===== src/rtl/msi_pkg.sv =====
package msi_pkg;

    typedef enum logic [1:0] {
        SEL_CTRL    = 2'd0,
        SEL_ADDR_LO = 2'd1,
        SEL_ADDR_HI = 2'd2,
        SEL_DATA    = 2'd3
    } reg_sel_e;

    localparam logic [11:0] ADDR_TOP   = 12'hFEE;
    localparam logic [31:0] ADDR_WMASK = 32'h000F_F00C;
    localparam logic [31:0] DATA_WMASK = 32'h0000_C7FF;
    localparam int          NUM_BITS_W = 5;

    typedef struct packed {
        logic [7:0] rsvd;
        logic       addr64;
        logic [2:0] cnt_en;
        logic [2:0] cnt_cap;
        logic       en;
    } ctrl_t;

    typedef struct packed {
        logic [63:0] addr;
        logic [31:0] data;
    } wr_req_t;

    function automatic logic [2:0] clamp_count(input logic [2:0] req,
                                               input logic [2:0] cap);
        return (req > cap) ? cap : req;
    endfunction

    function automatic logic [31:0] merge_number(input logic [31:0] base,
                                                 input logic [2:0]  code,
                                                 input logic [NUM_BITS_W-1:0] num);
        logic [31:0] r;
        r = base;
        for (int k = 0; k < NUM_BITS_W; k++) begin
            if (k < int'(code)) r[k] = num[k];
        end
        return r;
    endfunction

endpackage


===== src/rtl/msi_cfg_regs.sv =====
module msi_cfg_regs
    import msi_pkg::*;
#(
    parameter logic [2:0] MMC_CAP = 3'd3,
    parameter bit         ADDR64  = 1'b1
) (
    input  logic        clk,
    input  logic        rst,
    input  logic        wr_en,
    input  logic [1:0]  sel,
    input  logic [31:0] wdata,
    output logic [31:0] rdata,
    output ctrl_t       ctrl,
    output logic [31:0] addr_lo,
    output logic [31:0] data_word
);
    logic        en_q;
    logic [2:0]  cnt_q;
    logic [31:0] addr_q;
    logic [31:0] data_q;

    always_ff @(posedge clk) begin
        if (rst) begin
            en_q   <= 1'b0;
            cnt_q  <= 3'd0;
            addr_q <= '0;
            data_q <= '0;
        end else if (wr_en) begin
            case (reg_sel_e'(sel))
                SEL_CTRL: begin
                    en_q  <= wdata[0];
                    cnt_q <= clamp_count(wdata[6:4], MMC_CAP);
                end
                SEL_ADDR_LO: addr_q <= wdata & ADDR_WMASK;
                SEL_DATA:    data_q <= wdata & DATA_WMASK;
                default: ;
            endcase
        end
    end

    always_comb begin
        ctrl.rsvd    = 8'h00;
        ctrl.addr64  = ADDR64;
        ctrl.cnt_en  = cnt_q;
        ctrl.cnt_cap = MMC_CAP;
        ctrl.en      = en_q;
    end

    assign addr_lo   = {ADDR_TOP, addr_q[19:0]};
    assign data_word = data_q;

    always_comb begin
        case (reg_sel_e'(sel))
            SEL_CTRL:    rdata = {16'h0000, ctrl};
            SEL_ADDR_LO: rdata = addr_lo;
            SEL_ADDR_HI: rdata = 32'h0;
            default:     rdata = data_q;
        endcase
    end
endmodule


===== src/rtl/msi_rr_pick.sv =====
module msi_rr_pick #(
    parameter int NUM_SRC = 8,
    localparam int IDX_W  = $clog2(NUM_SRC)
) (
    input  logic               clk,
    input  logic               rst,
    input  logic [NUM_SRC-1:0] pulse,
    input  logic               take,
    output logic               any,
    output logic [IDX_W-1:0]   idx
);
    logic [NUM_SRC-1:0] pend_q;
    logic [IDX_W-1:0]   last_q;
    logic               found;
    int                 c;

    always_comb begin
        found = 1'b0;
        idx   = '0;
        c     = 0;
        for (int off = 1; off <= NUM_SRC; off++) begin
            c = int'(last_q) + off;
            if (c >= NUM_SRC) c = c - NUM_SRC;
            if (!found && pend_q[c]) begin
                found = 1'b1;
                idx   = IDX_W'(c);
            end
        end
    end

    assign any = found;

    always_ff @(posedge clk) begin
        if (rst) begin
            pend_q <= '0;
            last_q <= IDX_W'(NUM_SRC - 1);
        end else begin
            if (take) begin
                pend_q <= (pend_q & ~(NUM_SRC'(1) << idx)) | pulse;
                last_q <= idx;
            end else begin
                pend_q <= pend_q | pulse;
            end
        end
    end
endmodule


===== src/rtl/msi_req_hold.sv =====
module msi_req_hold
    import msi_pkg::*;
(
    input  logic    clk,
    input  logic    rst,
    input  logic    load,
    input  wr_req_t next,
    input  logic    ready,
    output logic    valid,
    output wr_req_t req
);
    always_ff @(posedge clk) begin
        if (rst) begin
            valid <= 1'b0;
            req   <= '0;
        end else if (valid) begin
            if (ready) valid <= 1'b0;
        end else if (load) begin
            valid <= 1'b1;
            req   <= next;
        end
    end
endmodule


===== src/rtl/msi_msg_gen.sv =====
module msi_msg_gen
    import msi_pkg::*;
#(
    parameter int         NUM_SRC = 8,
    parameter logic [2:0] MMC_CAP = 3'd3,
    parameter bit         ADDR64  = 1'b1
) (
    input  logic               clk,
    input  logic               rst,
    input  logic               cfg_wr,
    input  logic [1:0]         cfg_addr,
    input  logic [31:0]        cfg_wdata,
    output logic [31:0]        cfg_rdata,
    input  logic [NUM_SRC-1:0] src_pulse,
    output logic               req_valid,
    input  logic               req_ready,
    output logic [63:0]        req_addr,
    output logic [31:0]        req_data
);
    localparam int IDX_W = $clog2(NUM_SRC);

    ctrl_t            ctrl;
    logic [31:0]      addr_lo;
    logic [31:0]      data_word;
    logic             any_pend;
    logic [IDX_W-1:0] grant;
    logic             issue;
    wr_req_t          next_req;
    wr_req_t          cur_req;

    msi_cfg_regs #(.MMC_CAP(MMC_CAP), .ADDR64(ADDR64)) u_cfg (
        .clk(clk), .rst(rst), .wr_en(cfg_wr), .sel(cfg_addr),
        .wdata(cfg_wdata), .rdata(cfg_rdata), .ctrl(ctrl),
        .addr_lo(addr_lo), .data_word(data_word)
    );

    msi_rr_pick #(.NUM_SRC(NUM_SRC)) u_pick (
        .clk(clk), .rst(rst), .pulse(src_pulse), .take(issue),
        .any(any_pend), .idx(grant)
    );

    assign issue = !req_valid && ctrl.en && any_pend;

    always_comb begin
        next_req.addr = {32'h0, addr_lo};
        next_req.data = merge_number(data_word, ctrl.cnt_en, NUM_BITS_W'(grant));
    end

    msi_req_hold u_hold (
        .clk(clk), .rst(rst), .load(issue), .next(next_req),
        .ready(req_ready), .valid(req_valid), .req(cur_req)
    );

    assign req_addr = cur_req.addr;
    assign req_data = cur_req.data;
endmodule


===== config.mk =====
export PLATFORM = sky130hd
export DESIGN_NAME = msi_msg_gen
export DESIGN_NICKNAME = d
export VERILOG_FILES = /design/src/rtl/msi_pkg.sv /design/src/rtl/msi_cfg_regs.sv /design/src/rtl/msi_rr_pick.sv /design/src/rtl/msi_req_hold.sv /design/src/rtl/msi_msg_gen.sv
export SDC_FILE = /design/constraint.sdc
export NUM_CORES = 1
export LEC_CHECK = 0
export ABC_CLOCK_PERIOD_IN_PS = 9150
export CORE_MARGIN = 5
export CORE_UTILIZATION = 48
export CTS_BUF_LIST = sky130_fd_sc_hd__clkbuf_8
export DETAILED_ROUTE_END_ITERATION = 6
export PLACE_DENSITY = 0.95
export SETUP_SLACK_MARGIN = 0.15
export SLEW_MARGIN = 15
export SYNTH_ARGS = -nofsm -noshare
export SYNTH_HDL_FRONTEND = slang
export SYNTH_SLANG_ARGS = --single-unit

===== constraint.sdc =====
create_clock -name clk -period 9.15 [get_ports clk]
set_input_delay 2.745 -clock clk [delete_from_list [all_inputs] [get_ports clk]]
set_output_delay 2.745 -clock clk [all_outputs]
set_load 0.005 [all_outputs]

==> key figures, run 1 <==
Logic synthesis
  • Yosys cell types: just under 60
  • Cell Area, Synth: ~0.0042 mm^2
  • Ys async rst share: 0%
  • Flops & latches, synth: 63
  • Synth Flop Type: dfxtp_1
  • Synth Instances: a little under 500
  • EDFF count, synth: 0
  • Sequential area share after synthesis: ~30%
  • Post-Syn Area per Cell: between 8 and 9 um^2
  • Ys Warns: 0

Setup path
  • Critical Path Sink Type: output pin
  • Worst EP arrival: slightly below 5 ns
  • Startpoint class of the critical path: input pin
  • CP most frequent cell: clkdlybuf4s50_1
  • Crit path max fanout: 23
  • Crit Path Category: in2out
  • Buf+Inv Stages, Crit Path: 3
  • Critical path required time: between 6 and 7 ns
  • Crit path largest cell delay: between 0.6 and 0.7 ns
  • CP top delay family: buffers and inverters
  • Crit-path cells: clkdlybuf4s50_1, nor2b_1, buf_4, and2_1, clkdlybuf4s50_1
  • Worst path slowest cell: clkdlybuf4s50_1

Timing
  • Min cycle time layout: between 7 and 8 ns
  • Setup TNS: 0 ns
  • Max-slew violation count: 0
  • Final hold violations: 0
  • Fin Hold WS: 0.4567 ns
  • RSZ-0062 raised after global routing: false
  • Clk_skew: 0.01193 ns
  • # setup viols final: 0
  • Measured slew at the worst slew-check pin: 0.8811 ns
  • Part of the cycle the worst path needs: between 80% and 90%
  • Worst slew margin: roughly two fifths
  • Max Clk Rate: between 100 and 150 MHz

Floorplanning
  • Core area: ~0.0086 mm^2
  • I/O pins: between 150 and 200
  • Starting Density: roughly half
  • Core Rows: 34
  • Die Width: 103.3 um
  • Die height: between 100 and 150 um
  • Die ar.: about 0.011 mm^2

Clock network
  • CTS sink count: 63
  • Num CTS Buffers: 9
  • Hold-fix buffers, CTS: 0
  • Clock Latency Late Sink: between 0.3 and 0.4 ns
  • Root buffer cell: clkbuf_8
  • Clock slew at reported path FFs: ~0.07 ns
  • Post-cts resize count: 0
  • Clock buffer depth: 2
  • CTS tree: built
  • H-tree levels: 3
  • Post-CTS Setup Bufs: 0

Pwr
  • Design Power: around 710 uW
  • Power Dens Cells: 142.5 mW/mm^2
  • Leak: between 1.5 and 2 nW
  • Maximum vdd drop: roughly 0.12 mV

Placement
  • PortBufs: 95
  • Dpl hpwl: roughly 8.1 mm
  • RePlAce Congestion: around 0.94
  • Placed instance area: around 0.0048 mm^2

Job
  • # Max-Cap Violations: 0

Global routing
  • Pin count of the biggest net entering global routing: 63
  • First-pass GRT wire length: 17.27 mm
  • Global Route Usage Sum: 20.64%
  • Initial antenna violation count: 0
  • Grt ovf: 0
  • Vias in the first global route: between 3,000 and 4,000

Cells and area
  • Sequential Area: roughly 0.0013 mm^2
  • Layout area overhead: 19.12%
  • Final Cell Area: between 0.004 and 0.005 mm^2
  • Share of layout cells above drive strength 1: approximately 7.5%
  • Area of the multi-input gates: approximately 0.0024 mm^2
  • Fillers: roughly 700
  • Fin nets: roughly 600
  • Diode count: 0

Route
  • Total Wirelength: 11.13 mm
  • WL/cell: 16.70 um
  • Antenna Nets Post-Route: 0
  • DRC errors left: 0
  • Pre-antenna DRT Iters: 6
  • Initial DRC Count: between 150 and 200
  • Via count: between 3,000 and 4,000
  • Via density: 5.431

Min path
  • Hold crit path type: reg2reg

Outcome
  • Outcome: finished, final reports clean
layout by cell type, fill, tap and decap left out, types with 2 or more instances in the layout:
master | synthesis | final
a211oi_1 | 15 | 15
a21o_1 | 2 | 2
a21oi_1 | 33 | 33
a22o_1 | 5 | 5
a22oi_1 | 4 | 4
and2_1 | 9 | 9
and3_1 | 6 | 6
buf_4 | 84 | 4
clkbuf_8 | 0 | 10
clkdlybuf4s50_1 | 0 | 94
conb_1 | 1 | 66
dfxtp_1 | 63 | 63
ha_1 | 2 | 2
inv_1 | 7 | 8
inv_6 | 0 | 2
mux2_2 | 4 | 4
mux2i_1 | 37 | 37
mux4_1 | 2 | 2
mux4_2 | 8 | 8
nand2_1 | 49 | 49
nand2b_1 | 4 | 4
nand3_1 | 19 | 19
nor2_1 | 46 | 46
nor2b_1 | 7 | 7
nor3_1 | 3 | 3
nor3b_1 | 2 | 2
nor4_1 | 5 | 5
o21a_1 | 2 | 2
o21ai_0 | 8 | 8
o221ai_1 | 4 | 4
or2_2 | 2 | 2
xnor2_1 | 3 | 3
xor2_1 | 2 | 2
per-layer routing:
layer	global-route usage (%)	vias up	part of all wire [%]	wire length, um
met3	7.847	14	11	1197
met5	0	-	0	0
met2	35.72	168	50	5611
met4	6.972	0	1.2	136
met1	23.35	1734	38	4179
li1	-	1701	-	-
cells by family (layout without fill, tap and decap cells):
family	count (synthesis)	in the layout	share of synthesized area [%]
AOI/OAI and AO/OA	92	92	15.92
xor gates and xnor gates	5	5	1.049
adders and majority gates	2	2	0.5994
buffers and inverters	121	122	18.88
DFF	63	63	30.22
muxes	52	52	15.89
other	1	66	0.08984
and+or+nand+nor	156	156	17.36
through the flow:
stage	util, %	setup slack [ns]	std cells
6_report	57.86	1.541	666
5_1_grt	57.86	1.413	666
4_1_cts	57.86	1.587	666
3_5_place_dp	55.47	1.600	650
3_3_place_gp	55.47	1.642	650
2_1_floorplan	-	2.398	557
path summary, 6_finish.rpt:
check,from,endpoint,slack [ns],cells past startpoint
worst max-delay path,cfg_addr[1],cfg_rdata[17],1.54,5
worst min-delay path,u_hold.req[4],u_hold.req[4],0.46,2
worst max register to register,u_pick.last_q[0],u_pick.pend_q[5],4.13,11
worst min register to register,u_hold.req[4],u_hold.req[4],0.46,2
worst reg2reg max path, delay by kind of cell (launching register included):
kind / cells / cell delay [ns]
compound gates: 5 / 1.53
fa+ha+maj: 1 / 0.83
buf+inv: 2 / 0.64
flops: 1 / 0.89
mux: 1 / 0.59
simple gates: 2 / 0.45
synth_stat cells, types with 3 or more instances:
cell,instances,area (um^2)
buf_4,84,630.6
dfxtp_1,63,1261
nand2_1,49,183.9
nor2_1,46,172.7
mux2i_1,37,370.4
a21oi_1,33,165.2
clkbuf_1,19,71.32
nand3_1,19,95.09
a211oi_1,15,112.6
and2_1,9,56.30
buf_2,9,45.04
mux4_2,8,180.2
o21ai_0,8,40.04
inv_1,7,26.28
nor2b_1,7,43.79
and3_1,6,37.54
a22o_1,5,43.79
nor4_1,5,31.28
a22oi_1,4,30.03
mux2_2,4,45.04
nand2b_1,4,25.02
o221ai_1,4,35.03
nor3_1,3,15.01
xnor2_1,3,26.28
report_power, final:
part / switching [mW] / internal, mW / total (mW) / leakage, nW
sequential: 0.0145 / 0.282 / 0.296 / 0.512
combinational: 0.0874 / 0.0709 / 0.158 / 1.31
clock: 0.119 / 0.135 / 0.254 / 0.105
total: 0.221 / 0.488 / 0.709 / 1.93
sequential cells by signal, indices dropped and copies added, names as in the netlist:
register	cells
u_hold.valid	1
u_cfg.en_q	1
u_cfg.cnt_q	3
u_pick.last_q	3
u_pick.pend_q	8
u_cfg.data_word	13
u_cfg.addr_q	10
u_hold.req	24
cell type report:
cell class                 instances  area share, %
inverter                           7         0.5284
multi-input combinational        373          47.63
tap                              108          2.718
clock buffer                      10          2.768
timing repair buffer              99          19.63
sequential                        63          25.36
clock inverter                     6          1.359
Note: power is estimated with default switching activity, not from simulation.
==> inputs of run 2 (changes only) <==
--- a/config.mk
+++ b/config.mk
@@ -5,12 +5,12 @@
 export SDC_FILE = /design/constraint.sdc
 export NUM_CORES = 1
 export LEC_CHECK = 0
-export ABC_CLOCK_PERIOD_IN_PS = 9150
+export ABC_CLOCK_PERIOD_IN_PS = 7580
 export CORE_MARGIN = 5
-export CORE_UTILIZATION = 48
+export CORE_UTILIZATION = 45
 export CTS_BUF_LIST = sky130_fd_sc_hd__clkbuf_8
 export DETAILED_ROUTE_END_ITERATION = 6
-export PLACE_DENSITY = 0.95
+export PLACE_DENSITY = 0.94
 export SETUP_SLACK_MARGIN = 0.15
 export SLEW_MARGIN = 15
 export SYNTH_ARGS = -nofsm -noshare
==> constraint.sdc (replaced) <==
create_clock -name clk -period 7.58 [get_ports clk]
set_input_delay 2.274 -clock clk [delete_from_list [all_inputs] [get_ports clk]]
set_output_delay 2.274 -clock clk [all_outputs]
set_load 0.005 [all_outputs]
==> key figures, run 2 (synthesized netlist as in run 1, its figures left out) <==
Floorplanning
  • Die ar.: approximately 0.011 mm^2
  • I/O pins: around 180
  • Core Rows: 35
  • Core area: ~0.0092 mm^2
  • Die height: 106.3 um
  • Starting Density: between 40% and 50%
  • Die Width: roughly 110 um

Min path
  • Hold crit path type: reg2reg
  • Worst hold path cell count: 2

Timing
  • Setup TNS: 0 ns
  • # setup viols final: 0
  • Measured slew at the worst slew-check pin: 0.9319 ns
  • Fin Hold WS: 0.4513 ns
  • Max-slew violation count: 0
  • Part of the cycle the worst path needs: 85.34%
  • Final setup margin: approximately 1.1 ns
  • Final hold violations: 0
  • RSZ-0062 raised after global routing: false
  • Worst slew margin: between 30% and 40%
  • Clk_skew: ~0.0091 ns
  • Max Clk Rate: 154.6 MHz
  • Min cycle time layout: 6.469 ns

Setup path
  • Worst EP arrival: 4.19 ns
  • Startpoint class of the critical path: input pin
  • Critical Path Sink Type: output pin
  • Reg2Reg Depth: 10
  • Crit Path Category: in2out
  • Crit path max fanout: 11
  • Critical path required time: roughly 5.3 ns

Global routing
  • M3 GR Usage: between 7 and 8%
  • Layer with the highest usage: met2
  • GRT met2 Usage: 32.17%
  • Pin count of the biggest net entering global routing: between 60 and 70
  • First-pass GRT wire length: between 15 and 20 mm
  • Vias in the first global route: 3,553
  • Met1 GRT Util: 20.45%
  • Global Route Usage Sum: between 10% and 20%
  • Grt ovf: 0
  • Initial antenna violation count: 0

Placement
  • Dpl hpwl: 7.964 mm
  • DP Worst Slack: between 1 and 1.5 ns
  • Placed Cells: ~650
  • Placed instance area: between 0.004 and 0.005 mm^2
  • PortBufs: between 90 and 100
  • RePlAce Congestion: slightly below 0.8

Clock network
  • Num CTS Buffers: 9
  • Clock buffer depth: 2
  • Clock slew at reported path FFs: 0.06 ns
  • Hold-fix buffers, CTS: 0
  • Post-cts resize count: 0
  • Clock Latency Late Sink: between 0.3 and 0.4 ns
  • H-tree levels: 3
  • Root buffer cell: clkbuf_8
  • CTS sink count: 63
  • CTS tree: built
  • Post-CTS Setup Bufs: 0

Cells and area
  • Final Cell Area: around 0.0050 mm^2
  • Sequential Area: between 0.001 and 0.0015 mm^2
  • Layout area overhead: 19.48%
  • Top reg by flops: u_hold.req
  • Fin nets: 602
  • Final cell count without fillers: 670
  • Core Util, Final: 54.49%
  • Commonest non-fill, non-tap cells in the layout: clkdlybuf4s50_1, conb_1, dfxtp_1
  • Area of the multi-input gates: approximately 0.0024 mm^2
  • Share of layout cells above drive strength 1: under 10%
  • Fillers: ~740
  • Most common cell after layout, fill and taps aside: clkdlybuf4s50_1
  • Diode count: 0
  • Largest register FFs: 24

Route
  • DRC errors left: 0
  • Via density: roughly 5.5
  • Pre-antenna DRT Iters: 5
  • Total Wirelength: 10.93 mm
  • WL/cell: 16.31 um
  • Initial DRC Count: between 200 and 250
  • Antenna Nets Post-Route: 0
  • Via count: 3,656

Outcome
  • Outcome: finished, final reports clean

Pwr
  • Leak: 1.943 nW
  • Maximum vdd drop: about 0.15 mV
  • Design Power: around 850 uW
  • Power Dens Cells: 170.4 mW/mm^2

Job
  • # Max-Cap Violations: 0
run 2: cell types whose count changed in the layout (fill, tap and decap cells not counted):
| cell | delta |
|---|---|
| clkinv_4 | -1 |
| buf_4 | +1 |
| inv_6 | -2 |
| clkbuf_8 | +2 |
| clkinv_2 | +2 |
| clkinvlp_4 | -1 |
run 2: final timing paths:
path / start / to / slack (ns)
worst min register to register: u_hold.req[2] / u_hold.req[2] / 0.45
worst max-delay path: cfg_addr[1] / cfg_rdata[0] / 1.11
worst max register to register: u_pick.last_q[0] / u_hold.req[51] / 2.60
worst min-delay path: u_hold.req[2] / u_hold.req[2] / 0.45
run 2: area by class of cell:
cell class,instances,share of cell area (%)
Sequential cell,63,25.29
Timing Repair Buffer,100,19.72
Tap cell,111,2.785
Clock inverter,4,0.8781
Multi-Input combinational cell,373,47.49
Inverter,7,0.5268
Clock buffer,12,3.312
run 2: report_power, final:
| group | internal, mW | switching (mW) |
|---|---|---|
| Clock | 0.177 | 0.127 |
| Sequential | 0.341 | 0.0182 |
| Combinational | 0.0858 | 0.102 |
| Total | 0.603 | 0.247 |
run 2: metal layers:
layer | vias up | share of wire [%]
met5 | - | 0
met4 | 0 | 3.2
met3 | 38 | 11
met2 | 198 | 50
met1 | 1718 | 36
li1 | 1702 | -
run 2: worst max-delay path, stage by stage:
cell	delay, ns
clkdlybuf4s50_1	0.65
nor2_1	0.46
a22o_1	0.25
clkdlybuf4s50_1	0.55
==> inputs of run 3 (changes only) <==
--- a/config.mk
+++ b/config.mk
@@ -6,11 +6,12 @@
 export NUM_CORES = 1
 export LEC_CHECK = 0
 export ABC_CLOCK_PERIOD_IN_PS = 7580
-export CORE_MARGIN = 5
+export CORE_MARGIN = 3
 export CORE_UTILIZATION = 45
 export CTS_BUF_LIST = sky130_fd_sc_hd__clkbuf_8
 export DETAILED_ROUTE_END_ITERATION = 6
 export PLACE_DENSITY = 0.94
+export REMOVE_ABC_BUFFERS = 1
 export SETUP_SLACK_MARGIN = 0.15
 export SLEW_MARGIN = 15
 export SYNTH_ARGS = -nofsm -noshare
==> key figures, run 3 (synthesized netlist as in run 1, its figures left out) <==
Timing
  • # setup viols final: 0
  • Part of the cycle the worst path needs: between 80% and 90%
  • RSZ-0062 raised after global routing: false
  • Min cycle time layout: ~6.4 ns
  • Final setup margin: approximately 1.2 ns
  • Final hold violations: 0
  • Clk_skew: between 0.009 and 0.01 ns
  • Max Clk Rate: between 150 and 200 MHz
  • Setup TNS: 0 ns
  • Max-slew violation count: 0
  • Measured slew at the worst slew-check pin: approximately 0.95 ns
  • Worst slew margin: ~37%

Route
  • Met3 routed WL: a little under 1 mm
  • Via density: 5.593
  • Highest Signal Layer: met4
  • Via count: between 3,000 and 4,000
  • Met2 WL: around 5.3 mm
  • Antenna Nets Post-Route: 0
  • WL/cell: 16.28 um
  • Pre-antenna DRT Iters: 5
  • DRC errors left: 0
  • Total Wirelength: 10.84 mm
  • Routed length on met1: between 4 and 5 mm
  • Initial DRC Count: between 300 and 400

Placement
  • DP Worst Slack: between 1 and 1.5 ns
  • PortBufs: 95
  • Dpl hpwl: roughly 7.6 mm
  • RePlAce Congestion: ~0.90

Floorplanning
  • Die ar.: about 0.010 mm^2
  • Die height: ~100 um
  • Starting Density: approximately 47%
  • Die Width: between 100 and 150 um
  • I/O pins: ~180
  • Core Rows: 34
  • Core area: between 0.008 and 0.009 mm^2

Global routing
  • Grt ovf: 0
  • Initial antenna violation count: 0
  • Pin count of the biggest net entering global routing: 63
  • Vias in the first global route: roughly 3,500
  • Global Route Usage Sum: about a fifth
  • First-pass GRT wire length: between 15 and 20 mm

Min path
  • Hold crit path type: reg2reg
  • Worst hold path cell count: 2

Pwr
  • Power Dens Cells: around 170 mW/mm^2
  • Maximum vdd drop: 0.1280 mV
  • Leak: between 1.5 and 2 nW

Setup path
  • Worst EP arrival: 4.15 ns
  • R2R Setup Slk: ~2.6 ns
  • Critical Path Sink Type: output pin
  • Reg2Reg Depth: 11
  • Crit path max fanout: 28
  • Startpoint class of the critical path: input pin
  • Crit Path Category: in2out
  • Critical path required time: approximately 5.3 ns

Clock network
  • Clock buffer depth: 2
  • Post-CTS Setup Bufs: 0
  • Num CTS Buffers: 9
  • Post-cts resize count: 0
  • Clock Latency Late Sink: 0.34 ns
  • H-tree levels: 3
  • Clock slew at reported path FFs: approximately 0.070 ns
  • Hold-fix buffers, CTS: 0
  • CTS tree: built
  • Root buffer cell: clkbuf_8
  • CTS sink count: 63

Cells and area
  • Diode count: 0
  • Largest register FFs: 24
  • Fillers: between 700 and 800
  • Most common cell after layout, fill and taps aside: clkdlybuf4s50_1
  • Top reg by flops: u_hold.req
  • Layout area overhead: 19.06%
  • Commonest non-fill, non-tap cells in the layout: clkdlybuf4s50_1, conb_1, dfxtp_1
  • Core Util, Final: about 56%
  • Share of layout cells above drive strength 1: under 10%
  • Fin nets: between 600 and 700

Job
  • # Max-Cap Violations: 0

Outcome
  • Outcome: finished, final reports clean
-- run 3: area by class of cell --
type / count / area [um^2] / area share (%)
tap: 108 / 135.1 / 2.719
clock inverter: 3 / 16.27 / 0.3273
timing repair buffer: 99 / 975.9 / 19.64
multi-input combinational: 373 / 2376 / 47.81
clock buffer: 13 / 178.9 / 3.600
sequential: 63 / 1261 / 25.38
inverter: 7 / 26.28 / 0.5287
-- run 3: stage by stage --
step | instance area, um^2 | hold WS [ns] | power, mW | cells
finish | 4970 | 0.4636 | 0.8311 | 666
global route | 4970 | 0.4890 | 0.8704 | 666
CTS | 4970 | 0.4665 | 0.8305 | 666
detailed placement | 4775 | 0.4594 | 0.5512 | 650
global placement | 4775 | 0.4520 | 0.5438 | 650
floorplan | 3656 | 0.4384 | 0.4754 | 443
-- run 3: path summary, 6_finish.rpt --
path                    startpoint          endpoint
hold / removal       u_hold.req[2]     u_hold.req[2]
setup / recovery       cfg_addr[1]      cfg_rdata[2]
hold reg to reg      u_hold.req[2]     u_hold.req[2]
setup reg to reg  u_pick.last_q[0]  u_pick.pend_q[5]
-- run 3: layer usage --
metal / up-vias / track usage [%]
li1: 1704 / -
met1: 1727 / 24.37
met2: 252 / 33.93
met3: 42 / 6.485
met4: 0 / 8.174
met5: - / 0
-- run 3: worst max-delay path: stages --
cell and delay [ns]:
clkdlybuf4s50_1 0.75, nor2b_1 0.09, buf_4 0.23, a22oi_1 0.24, clkdlybuf4s50_1 0.56
-- run 3: power breakdown --
part / switching (mW) / internal (mW)
Combinational: 0.106 / 0.0856
Clock: 0.128 / 0.153
Sequential: 0.0180 / 0.341
Total: 0.252 / 0.579
